## src/rtl/nor_seq_pkg.sv

```systemverilog
package nor_seq_pkg;

    localparam int DATA_W = 16;

    localparam logic [2:0] OP_READ  = 3'd0;
    localparam logic [2:0] OP_PROG  = 3'd1;
    localparam logic [2:0] OP_SECT  = 3'd2;
    localparam logic [2:0] OP_CHIP  = 3'd3;
    localparam logic [2:0] OP_IDENT = 3'd4;

    localparam logic [31:0] KEY_ADDR_A = 32'h0000_5555;
    localparam logic [31:0] KEY_ADDR_B = 32'h0000_2AAA;
    localparam logic [DATA_W-1:0] MFR_EXPECTED = 16'h00BF;

    typedef enum logic [2:0] {
        SEQ_PROG,
        SEQ_SECT,
        SEQ_CHIP,
        SEQ_ID_IN,
        SEQ_ID_OUT
    } seq_e;

    typedef struct packed {
        logic [31:0]       waddr;
        logic [DATA_W-1:0] wdata;
    } bus_wr_t;

    // index of the final write in each command sequence
    function automatic logic [2:0] seq_last(input seq_e kind);
        case (kind)
            SEQ_PROG:            return 3'd3;
            SEQ_SECT, SEQ_CHIP:  return 3'd5;
            default:             return 3'd2;
        endcase
    endfunction

    // the write issued at a given step of a command sequence
    function automatic bus_wr_t seq_step(input seq_e kind, input logic [2:0] idx,
                                         input logic [31:0] tgt,
                                         input logic [DATA_W-1:0] tdata);
        bus_wr_t w;
        logic [DATA_W-1:0] third;
        case (kind)
            SEQ_PROG:   third = 16'h00A0;
            SEQ_ID_IN:  third = 16'h0090;
            SEQ_ID_OUT: third = 16'h00F0;
            default:    third = 16'h0080;
        endcase
        case (idx)
            3'd0:    w = '{KEY_ADDR_A, 16'h00AA};
            3'd1:    w = '{KEY_ADDR_B, 16'h0055};
            3'd2:    w = '{KEY_ADDR_A, third};
            3'd3:    w = (kind == SEQ_PROG) ? '{tgt, tdata} : '{KEY_ADDR_A, 16'h00AA};
            3'd4:    w = '{KEY_ADDR_B, 16'h0055};
            default: w = (kind == SEQ_SECT) ? '{tgt, 16'h0030} : '{KEY_ADDR_A, 16'h0010};
        endcase
        return w;
    endfunction

    function automatic logic id_known(input logic [DATA_W-1:0] mfr,
                                      input logic [DATA_W-1:0] dev);
        logic dev_ok;
        dev_ok = (dev == 16'h234B) || (dev == 16'h234A) ||
                 (dev == 16'h235B) || (dev == 16'h235A);
        return (mfr == MFR_EXPECTED) && dev_ok;
    endfunction

endpackage

```

## src/rtl/nor_bus_cycle.sv

```systemverilog
module nor_bus_cycle #(
    parameter int AW        = 20,
    parameter int DW        = 16,
    parameter int SETUP_CLK = 2,
    parameter int PULSE_CLK = 3,
    parameter int HOLD_CLK  = 2,
    parameter int READ_CLK  = 3
) (
    input  logic          clk,
    input  logic          rst_n,
    input  logic          cyc_go,
    input  logic          cyc_write,
    input  logic [AW-1:0] cyc_waddr,
    input  logic [DW-1:0] cyc_wdata,
    output logic          cyc_done,
    output logic [AW:0]   bus_addr,
    output logic [DW-1:0] bus_dout,
    output logic          bus_doe,
    output logic          bus_ce_n,
    output logic          bus_we_n,
    output logic          bus_oe_n
);
    localparam int M_A  = (SETUP_CLK > PULSE_CLK) ? SETUP_CLK : PULSE_CLK;
    localparam int M_B  = (HOLD_CLK > READ_CLK) ? HOLD_CLK : READ_CLK;
    localparam int M_AB = (M_A > M_B) ? M_A : M_B;
    localparam int CW   = $clog2(M_AB + 1);

    typedef enum logic [2:0] {E_IDLE, E_SETUP, E_PULSE, E_HOLD, E_READ} eng_e;

    eng_e          st_q;
    logic [CW-1:0] cnt_q;
    logic [AW-1:0] addr_q;
    logic [DW-1:0] data_q;

    always_ff @(posedge clk or negedge rst_n) begin
        if (!rst_n) begin
            st_q   <= E_IDLE;
            cnt_q  <= '0;
            addr_q <= '0;
            data_q <= '0;
        end else begin
            unique case (st_q)
                E_IDLE: if (cyc_go) begin
                    addr_q <= cyc_waddr;
                    data_q <= cyc_wdata;
                    st_q   <= cyc_write ? E_SETUP : E_READ;
                    cnt_q  <= cyc_write ? CW'(SETUP_CLK - 1) : CW'(READ_CLK - 1);
                end
                E_SETUP: if (cnt_q == '0) begin
                    st_q  <= E_PULSE;
                    cnt_q <= CW'(PULSE_CLK - 1);
                end else cnt_q <= cnt_q - 1'b1;
                E_PULSE: if (cnt_q == '0) begin
                    st_q  <= E_HOLD;
                    cnt_q <= CW'(HOLD_CLK - 1);
                end else cnt_q <= cnt_q - 1'b1;
                E_HOLD, E_READ: if (cnt_q == '0) st_q <= E_IDLE;
                                else cnt_q <= cnt_q - 1'b1;
                default: st_q <= E_IDLE;
            endcase
        end
    end

    assign cyc_done = ((st_q == E_HOLD) || (st_q == E_READ)) && (cnt_q == '0);
    assign bus_addr = {addr_q, 1'b0};
    assign bus_dout = data_q;
    assign bus_doe  = (st_q == E_SETUP) || (st_q == E_PULSE) || (st_q == E_HOLD);
    assign bus_ce_n = (st_q == E_IDLE);
    assign bus_we_n = (st_q != E_PULSE);
    assign bus_oe_n = (st_q != E_READ);

endmodule

```

## src/rtl/nor_wait_timer.sv

```systemverilog
module nor_wait_timer #(
    parameter int CNT_W = 24
) (
    input  logic             clk,
    input  logic             rst_n,
    input  logic             run,
    input  logic [CNT_W-1:0] limit,
    output logic             fire
);
    logic [CNT_W-1:0] cnt_q;

    always_ff @(posedge clk or negedge rst_n) begin
        if (!rst_n)   cnt_q <= '0;
        else if (run) cnt_q <= cnt_q + 1'b1;
        else          cnt_q <= '0;
    end

    assign fire = run && (cnt_q == limit - CNT_W'(1));

endmodule

```

## src/rtl/nor_cmd_seq.sv

```systemverilog
module nor_cmd_seq
    import nor_seq_pkg::*;
#(
    parameter int AW              = 20,
    parameter int SETUP_CLK       = 2,
    parameter int PULSE_CLK       = 3,
    parameter int HOLD_CLK        = 2,
    parameter int READ_CLK        = 3,
    parameter int SETTLE_CLK      = 1000,
    parameter int SECTOR_WAIT_CLK = 2500000,
    parameter int CHIP_WAIT_CLK   = 5000000,
    parameter int POLL_TRIES      = 1024
) (
    input  logic          clk,
    input  logic          rst_n,
    input  logic          req_valid,
    output logic          req_ready,
    input  logic [2:0]    req_op,
    input  logic [AW-1:0] req_addr,
    input  logic [15:0]   req_data,
    output logic          rsp_done,
    output logic          rsp_timeout,
    output logic          rsp_bad_id,
    output logic [15:0]   rsp_rdata,
    output logic [AW:0]   nor_addr,
    output logic [15:0]   nor_dq_out,
    output logic          nor_dq_oe,
    input  logic [15:0]   nor_dq_in,
    output logic          nor_ce_n,
    output logic          nor_we_n,
    output logic          nor_oe_n
);
    localparam int W_A      = (SECTOR_WAIT_CLK > CHIP_WAIT_CLK) ? SECTOR_WAIT_CLK : CHIP_WAIT_CLK;
    localparam int W_MAX    = (W_A > SETTLE_CLK) ? W_A : SETTLE_CLK;
    localparam int CNT_W    = $clog2(W_MAX + 1);
    localparam int TW       = $clog2(POLL_TRIES + 1);
    localparam logic [TW-1:0] LAST_TRY = TW'(POLL_TRIES - 1);

    typedef enum logic [3:0] {
        ST_IDLE, ST_CMD, ST_SETTLE_IN, ST_ID_READ, ST_ID_EXIT,
        ST_SETTLE_OUT, ST_POLL, ST_ERASE_WAIT, ST_ARRAY_READ, ST_RESP
    } state_e;

    state_e         state_q, state_d;
    logic [2:0]     idx_q, op_q;
    logic [AW-1:0]  addr_q;
    logic [15:0]    data_q, poll_prev_q, mfr_q, rdata_q;
    logic           poll_second_q, bad_q, to_q;
    logic [TW-1:0]  tries_q;

    logic           cyc_go, cyc_write, cyc_done;
    logic [AW-1:0]  cyc_waddr;
    logic [15:0]    cyc_wdata;
    logic           tmr_run, tmr_fire;
    logic [CNT_W-1:0] tmr_limit;
    seq_e           seq_kind;
    logic [2:0]     last_idx;
    bus_wr_t        step;
    logic           poll_match;

    always_comb begin
        if (state_q == ST_ID_EXIT) seq_kind = SEQ_ID_OUT;
        else begin
            case (op_q)
                OP_PROG: seq_kind = SEQ_PROG;
                OP_SECT: seq_kind = SEQ_SECT;
                OP_CHIP: seq_kind = SEQ_CHIP;
                default: seq_kind = SEQ_ID_IN;
            endcase
        end
    end

    assign last_idx   = seq_last(seq_kind);
    assign step       = seq_step(seq_kind, idx_q, 32'(addr_q), data_q);
    assign poll_match = (nor_dq_in == poll_prev_q);

    // state register
    always_ff @(posedge clk or negedge rst_n) begin
        if (!rst_n) state_q <= ST_IDLE;
        else        state_q <= state_d;
    end

    // transitions
    always_comb begin
        state_d = state_q;
        unique case (state_q)
            ST_IDLE: if (req_valid) begin
                case (req_op)
                    OP_READ:                            state_d = ST_ARRAY_READ;
                    OP_PROG, OP_SECT, OP_CHIP, OP_IDENT: state_d = ST_CMD;
                    default:                            state_d = ST_RESP;
                endcase
            end
            ST_CMD: if (cyc_done && idx_q == last_idx) begin
                case (seq_kind)
                    SEQ_PROG:  state_d = ST_POLL;
                    SEQ_ID_IN: state_d = ST_SETTLE_IN;
                    default:   state_d = ST_ERASE_WAIT;
                endcase
            end
            ST_SETTLE_IN:  if (tmr_fire) state_d = ST_ID_READ;
            ST_ID_READ:    if (cyc_done && idx_q[0]) state_d = ST_ID_EXIT;
            ST_ID_EXIT:    if (cyc_done && idx_q == last_idx) state_d = ST_SETTLE_OUT;
            ST_SETTLE_OUT: if (tmr_fire) state_d = ST_RESP;
            ST_POLL:       if (cyc_done && poll_second_q && (poll_match || tries_q == LAST_TRY))
                               state_d = ST_RESP;
            ST_ERASE_WAIT: if (tmr_fire) state_d = ST_RESP;
            ST_ARRAY_READ: if (cyc_done) state_d = ST_RESP;
            ST_RESP:       state_d = ST_IDLE;
            default:       state_d = ST_IDLE;
        endcase
    end

    // outputs
    always_comb begin
        cyc_go      = 1'b0;
        cyc_write   = 1'b0;
        cyc_waddr   = addr_q;
        cyc_wdata   = data_q;
        tmr_run     = 1'b0;
        tmr_limit   = CNT_W'(SETTLE_CLK);
        req_ready   = (state_q == ST_IDLE);
        rsp_done    = (state_q == ST_RESP) && !to_q;
        rsp_timeout = (state_q == ST_RESP) && to_q;
        rsp_bad_id  = (state_q == ST_RESP) && bad_q;
        unique case (state_q)
            ST_CMD, ST_ID_EXIT: begin
                cyc_go    = 1'b1;
                cyc_write = 1'b1;
                cyc_waddr = step.waddr[AW-1:0];
                cyc_wdata = step.wdata;
            end
            ST_ID_READ: begin
                cyc_go    = 1'b1;
                cyc_waddr = AW'(idx_q[0]);
            end
            ST_POLL, ST_ARRAY_READ: cyc_go = 1'b1;
            ST_SETTLE_IN, ST_SETTLE_OUT: tmr_run = 1'b1;
            ST_ERASE_WAIT: begin
                tmr_run   = 1'b1;
                tmr_limit = (op_q == OP_CHIP) ? CNT_W'(CHIP_WAIT_CLK) : CNT_W'(SECTOR_WAIT_CLK);
            end
            default: ;
        endcase
    end

    // operation context
    always_ff @(posedge clk or negedge rst_n) begin
        if (!rst_n) begin
            idx_q <= '0; op_q <= '0; addr_q <= '0; data_q <= '0;
            poll_prev_q <= '0; mfr_q <= '0; rdata_q <= '0;
            poll_second_q <= 1'b0; bad_q <= 1'b0; to_q <= 1'b0; tries_q <= '0;
        end else begin
            unique case (state_q)
                ST_IDLE: if (req_valid) begin
                    op_q <= req_op; addr_q <= req_addr; data_q <= req_data;
                    idx_q <= '0; poll_second_q <= 1'b0; tries_q <= '0;
                    bad_q <= 1'b0; to_q <= 1'b0;
                end
                ST_CMD, ST_ID_EXIT: if (cyc_done)
                    idx_q <= (idx_q == last_idx) ? 3'd0 : idx_q + 3'd1;
                ST_ID_READ: if (cyc_done) begin
                    if (!idx_q[0]) begin
                        mfr_q <= nor_dq_in;
                        idx_q <= 3'd1;
                    end else begin
                        rdata_q <= nor_dq_in;
                        bad_q   <= !id_known(mfr_q, nor_dq_in);
                        idx_q   <= 3'd0;
                    end
                end
                ST_POLL: if (cyc_done) begin
                    if (!poll_second_q) begin
                        poll_prev_q   <= nor_dq_in;
                        poll_second_q <= 1'b1;
                    end else begin
                        poll_second_q <= 1'b0;
                        rdata_q       <= nor_dq_in;
                        if (!poll_match) begin
                            if (tries_q == LAST_TRY) to_q <= 1'b1;
                            else                     tries_q <= tries_q + 1'b1;
                        end
                    end
                end
                ST_ARRAY_READ: if (cyc_done) rdata_q <= nor_dq_in;
                default: ;
            endcase
        end
    end

    assign rsp_rdata = rdata_q;

    nor_bus_cycle #(
        .AW(AW), .DW(DATA_W), .SETUP_CLK(SETUP_CLK), .PULSE_CLK(PULSE_CLK),
        .HOLD_CLK(HOLD_CLK), .READ_CLK(READ_CLK)
    ) u_cycle (
        .clk(clk), .rst_n(rst_n), .cyc_go(cyc_go), .cyc_write(cyc_write),
        .cyc_waddr(cyc_waddr), .cyc_wdata(cyc_wdata), .cyc_done(cyc_done),
        .bus_addr(nor_addr), .bus_dout(nor_dq_out), .bus_doe(nor_dq_oe),
        .bus_ce_n(nor_ce_n), .bus_we_n(nor_we_n), .bus_oe_n(nor_oe_n)
    );

    nor_wait_timer #(.CNT_W(CNT_W)) u_timer (
        .clk(clk), .rst_n(rst_n), .run(tmr_run), .limit(tmr_limit), .fire(tmr_fire)
    );

endmodule

```

## config.mk

```make
export PLATFORM = sky130hd
export DESIGN_NAME = nor_cmd_seq
export DESIGN_NICKNAME = d
export VERILOG_FILES = /design/src/rtl/nor_seq_pkg.sv /design/src/rtl/nor_bus_cycle.sv /design/src/rtl/nor_wait_timer.sv /design/src/rtl/nor_cmd_seq.sv
export SDC_FILE = /design/constraint.sdc
export NUM_CORES = 1
export LEC_CHECK = 0
export BUFFER_PORTS_ARGS = -buffer_cell sky130_fd_sc_hd__buf_4
export CORE_ASPECT_RATIO = 0.8
export CORE_MARGIN = 4
export CORE_UTILIZATION = 45
export DETAILED_ROUTE_END_ITERATION = 12
export PLACE_DENSITY_LB_ADDON = 0.15
export RECOVER_POWER = 100
export REMOVE_ABC_BUFFERS = 1
export SLEW_MARGIN = 20
export SYNTH_ARGS = -nofsm -noshare
export SYNTH_HDL_FRONTEND = slang
export SYNTH_SLANG_ARGS = --single-unit
```

## constraint.sdc

```tcl
create_clock -name clk -period 2.6 [get_ports clk]
set_input_delay 0.13 -clock clk [delete_from_list [all_inputs] [get_ports clk]]
set_output_delay 0.13 -clock clk [all_outputs]
set_load 0.03 [all_outputs]
```

==> impl_metrics.yaml <==
run_status:
  outcome: "finished, final reports clean"
job:
  max_cap_viol_count: 0
setup_path:
  worst-r2r-setup-slack_ns: 0.15
  r2r_cells: 7
  critical_path_required_ns: 2.91
  path_max_fanout: 8
  crit_type: "reg -> reg"
  critPathLaunchType: "register"
  cp-end-kind: "register"
  critPathSlowestCell: "or4b_4"
  crit_family: "compound AO/OA/AOI/OAI gates"
  reg2reg_to: "state_q[2]$_DFFE_PN0P_"
  worstReg2RegStart: "state_q[1]$_DFFE_PN0P_"
  cp_cell_sequence: "or4b_4 > a22oi_2 > a31oi_1 > a311oi_4 > nor3_2 > o2111a_1 > a21o_1"
  critPathMaxStageDelay_ns: 0.61
  critical_path_arrival_ns: 2.77
  critPathBufInv: 0
route:
  routed_via_density: 5.19
  vias: 6784
  wl_met3_um: 783
  first_pass_iters: 5
  drc: 0
  finalWirelength_mm: 20.0
  avgRoutedWirePerCell_um: 15.3
  first_iter_violations: 467
  dr.max_layer_used: "met4"
  dr_wl_met2_mm: 9.00
  met1_length_mm: 10.1
  ant_nets: 0
sta:
  hold_violations: 0
  tightest_slew_ns: 1.35
  fin_crit_ns: 2.45
  timing.max_slew.rel_slack_pct: 10.2
  clock_skew_ns: 0.0131
  finalCritPeriodShare_pct: 94.4
  rsz0062_at_grt: "false"
  fmax_ghz: 0.408
  setup_viol: 0
  maxSlewViolCount: 0
  final.setup.tns_ns: 0
die:
  die_area_mm2: 0.0209
  initial_utilization_pct: 46.0
  rows: 44
  die_x_um: 161
  pin_count: 119
  die_y_um: 130
  coreArea_mm2: 0.0182
power:
  leakage_nw: 4.80
  total_power_mw: 12.0
  cellPowerDensity_mw_per_mm2: 1130
  ir_drop_mv: 0.621
synthesis:
  synth.top_cell.area_share_pct: 51.3
  syn_area_mm2: 0.00839
  ys_seq_area_share_pct: 51.3
  synthCells: 858
  yosys_register_bits: 172
  yosysWarnings: 0
  synth_ff_type: "dfrtp_1"
  synth_common_cells: "192 x nand2_1, 172 x dfrtp_1, 70 x nor2_1, 50 x mux2_2, 48 x o21ai_0"
  synth.most_common_cell: "nand2_1"
  postSynth.asyncResetShare_pct: 100
  ys_types: 74
  avgSynthCellArea_um2: 9.77
  synth_top_area_cell: "dfrtp_1"
  synth-edff-count: 0
  synth_area_leaders: "dfrtp_1 51%, nand2_1 8.6%, mux2_2 6.7%, nor2_1 3.1%, o21ai_0 2.9%"
clocking:
  worstSkewPairLatency_ns: 0.43
  path_clk_slew_ns: 0.07
  cts-htree-levels: 4
  cts_sinks: 172
  cts_root_buf: "clkbuf_16"
  clk_path_buf_depth: 2
  numCtsBuffers: 17
  cts_tree: "done"
placement:
  finalWeightedCongestion: 0.850
  io_buffers: 117
  dpl.hpwl_mm: 13.6
hold_path:
  hold_class: "in -> reg"
  whs_endpoint: "tries_q[8]$_DFFE_PN0P_"
  whs_path_depth: 6
  hp-start: "req_valid"
grt:
  grt_max_degree: 55
  grt_pass1_vias: 6533
  antenna_found_initial: 0
  track_usage_pct: 19.4
  grt_pass1_wl_mm: 32.9
  overflow: 0
cells_and_area:
  area_delta_synth_final_pct: 26.1
  layout.nets: 1108
  multi_input_area_mm2: 0.00383
  diodes: 0
  drive_gt1_share_pct: 18.5
  regArea_mm2: 0.00431
  fill_cells: 1651
-- worst max-delay path by stage --
stage	from	end	slack (ns)	cells after the start
5_1_grt	u_cycle.cnt_q[0]$_DFFE_PN0P_	poll_prev_q[12]$_DFFE_PN0P_	0.009	7
3_3_place_gp	state_q[1]$_DFFE_PN0P_	state_q[0]$_DFFE_PN0P_	0.12	8
3_5_place_dp	state_q[1]$_DFFE_PN0P_	state_q[2]$_DFFE_PN0P_	0.10	7
2_1_floorplan	state_q[0]$_DFFE_PN0P_	tries_q[6]$_DFFE_PN0P_	-0.94	7
6_report	state_q[1]$_DFFE_PN0P_	state_q[2]$_DFFE_PN0P_	0.15	7
4_1_cts	state_q[1]$_DFFE_PN0P_	state_q[2]$_DFFE_PN0P_	0.07	7
-- layout make-up --
class / instances / area share, %
timing repair buffer: 208 / 13.9
inverter: 13 / 0.461
tap: 253 / 2.99
clock inverter: 14 / 1.63
clock buffer: 18 / 4.06
sequential: 172 / 40.8
multi-input combinational: 628 / 36.2
-- state kept, by name (all words and copies together) (netlist names) --
signal,count
tries_q,11
data_q,16
addr_q,20
op_q,3
u_cycle.bus_dout,16
state_q,4
rsp_rdata,16
u_cycle.cnt_q,2
u_cycle.addr_q,20
poll_second_q,1
idx_q,3
u_timer.cnt_q,23
bad_q,1
u_cycle.st_q,3
poll_prev_q,16
to_q,1
mfr_q,16
-- placed cells by master (no fill, tap or decap), types with 6 or more instances in the layout --
master / instances
nand2_1: 192
dfrtp_1: 168
buf_4: 80
nor2_1: 71
clkbuf_1: 63
dlygate4sd3_1: 56
mux2_2: 50
o21ai_0: 49
a21oi_1: 32
xnor2_1: 26
nand3_1: 23
xor2_1: 19
nand4_1: 19
clkbuf_16: 17
inv_1: 13
nor3_1: 11
and3_1: 10
ha_1: 10
nor2b_1: 6
nor4bb_1: 6
-- tightest hold or removal path, cell delays in order --
cell	delay, ns
buf_4	0.12
nand2_1	0.09
nand2_2	0.12
nand3_1	0.11
xor2_1	0.06
nor2_1	0.08
-- power breakdown --
part	switching, mW	leakage [nW]	internal (mW)	total (mW)
clock network	1.15	0.299	1.46	2.60
registers	0.644	2.24	3.65	4.30
logic	3.13	2.26	1.95	5.08
total	4.92	4.80	7.06	12.0
-- kinds of logic (layout without fill, tap and decap cells) --
family	after synthesis	in the layout	synth area share, %
AO/OA/AOI/OAI	134	134	10.5
adder cells (fa/ha/maj)	10	10	1.49
multiplexers	52	52	6.95
buffers and inverters	58	253	3.16
flip-flops	172	172	51.3
other	1	1	0.0447
XOR/XNOR	45	45	4.70
AND/OR/NAND/NOR	386	386	21.8
-- layer usage --
layer  up-vias  GRT usage, %
li1       3320             -
met1      3315          28.7
met2       137          29.2
met3        12          4.26
met4         0          4.96
met5         -             0
-- stage by stage --
step | cells | cell area, µm² | hold slack, ns | setup slack [ns] | util [%]
after floorplan | 813 | 8170 | -0.166 | -0.944 | -
after global placement | 1217 | 9680 | 0.134 | 0.117 | 53.1
after detailed placement | 1217 | 9680 | 0.137 | 0.101 | 53.1
after CTS | 1305 | 10800 | 0.252 | 0.0718 | 59.5
after global routing | 1306 | 10600 | 0.359 | 0.00932 | 58.0
final | 1306 | 10600 | 0.333 | 0.147 | 58.0
-- timing repair --
action / 4_1_cts / 5_1_grt
hold buffers: 56 / 0
setup buffers: 0 / 1
setup endpoints to repair: 0 / 7
endpoints found under the hold margin: 138 / 0
gates resized for setup: 0 / 6
Note: power is estimated with default switching activity, not from simulation.
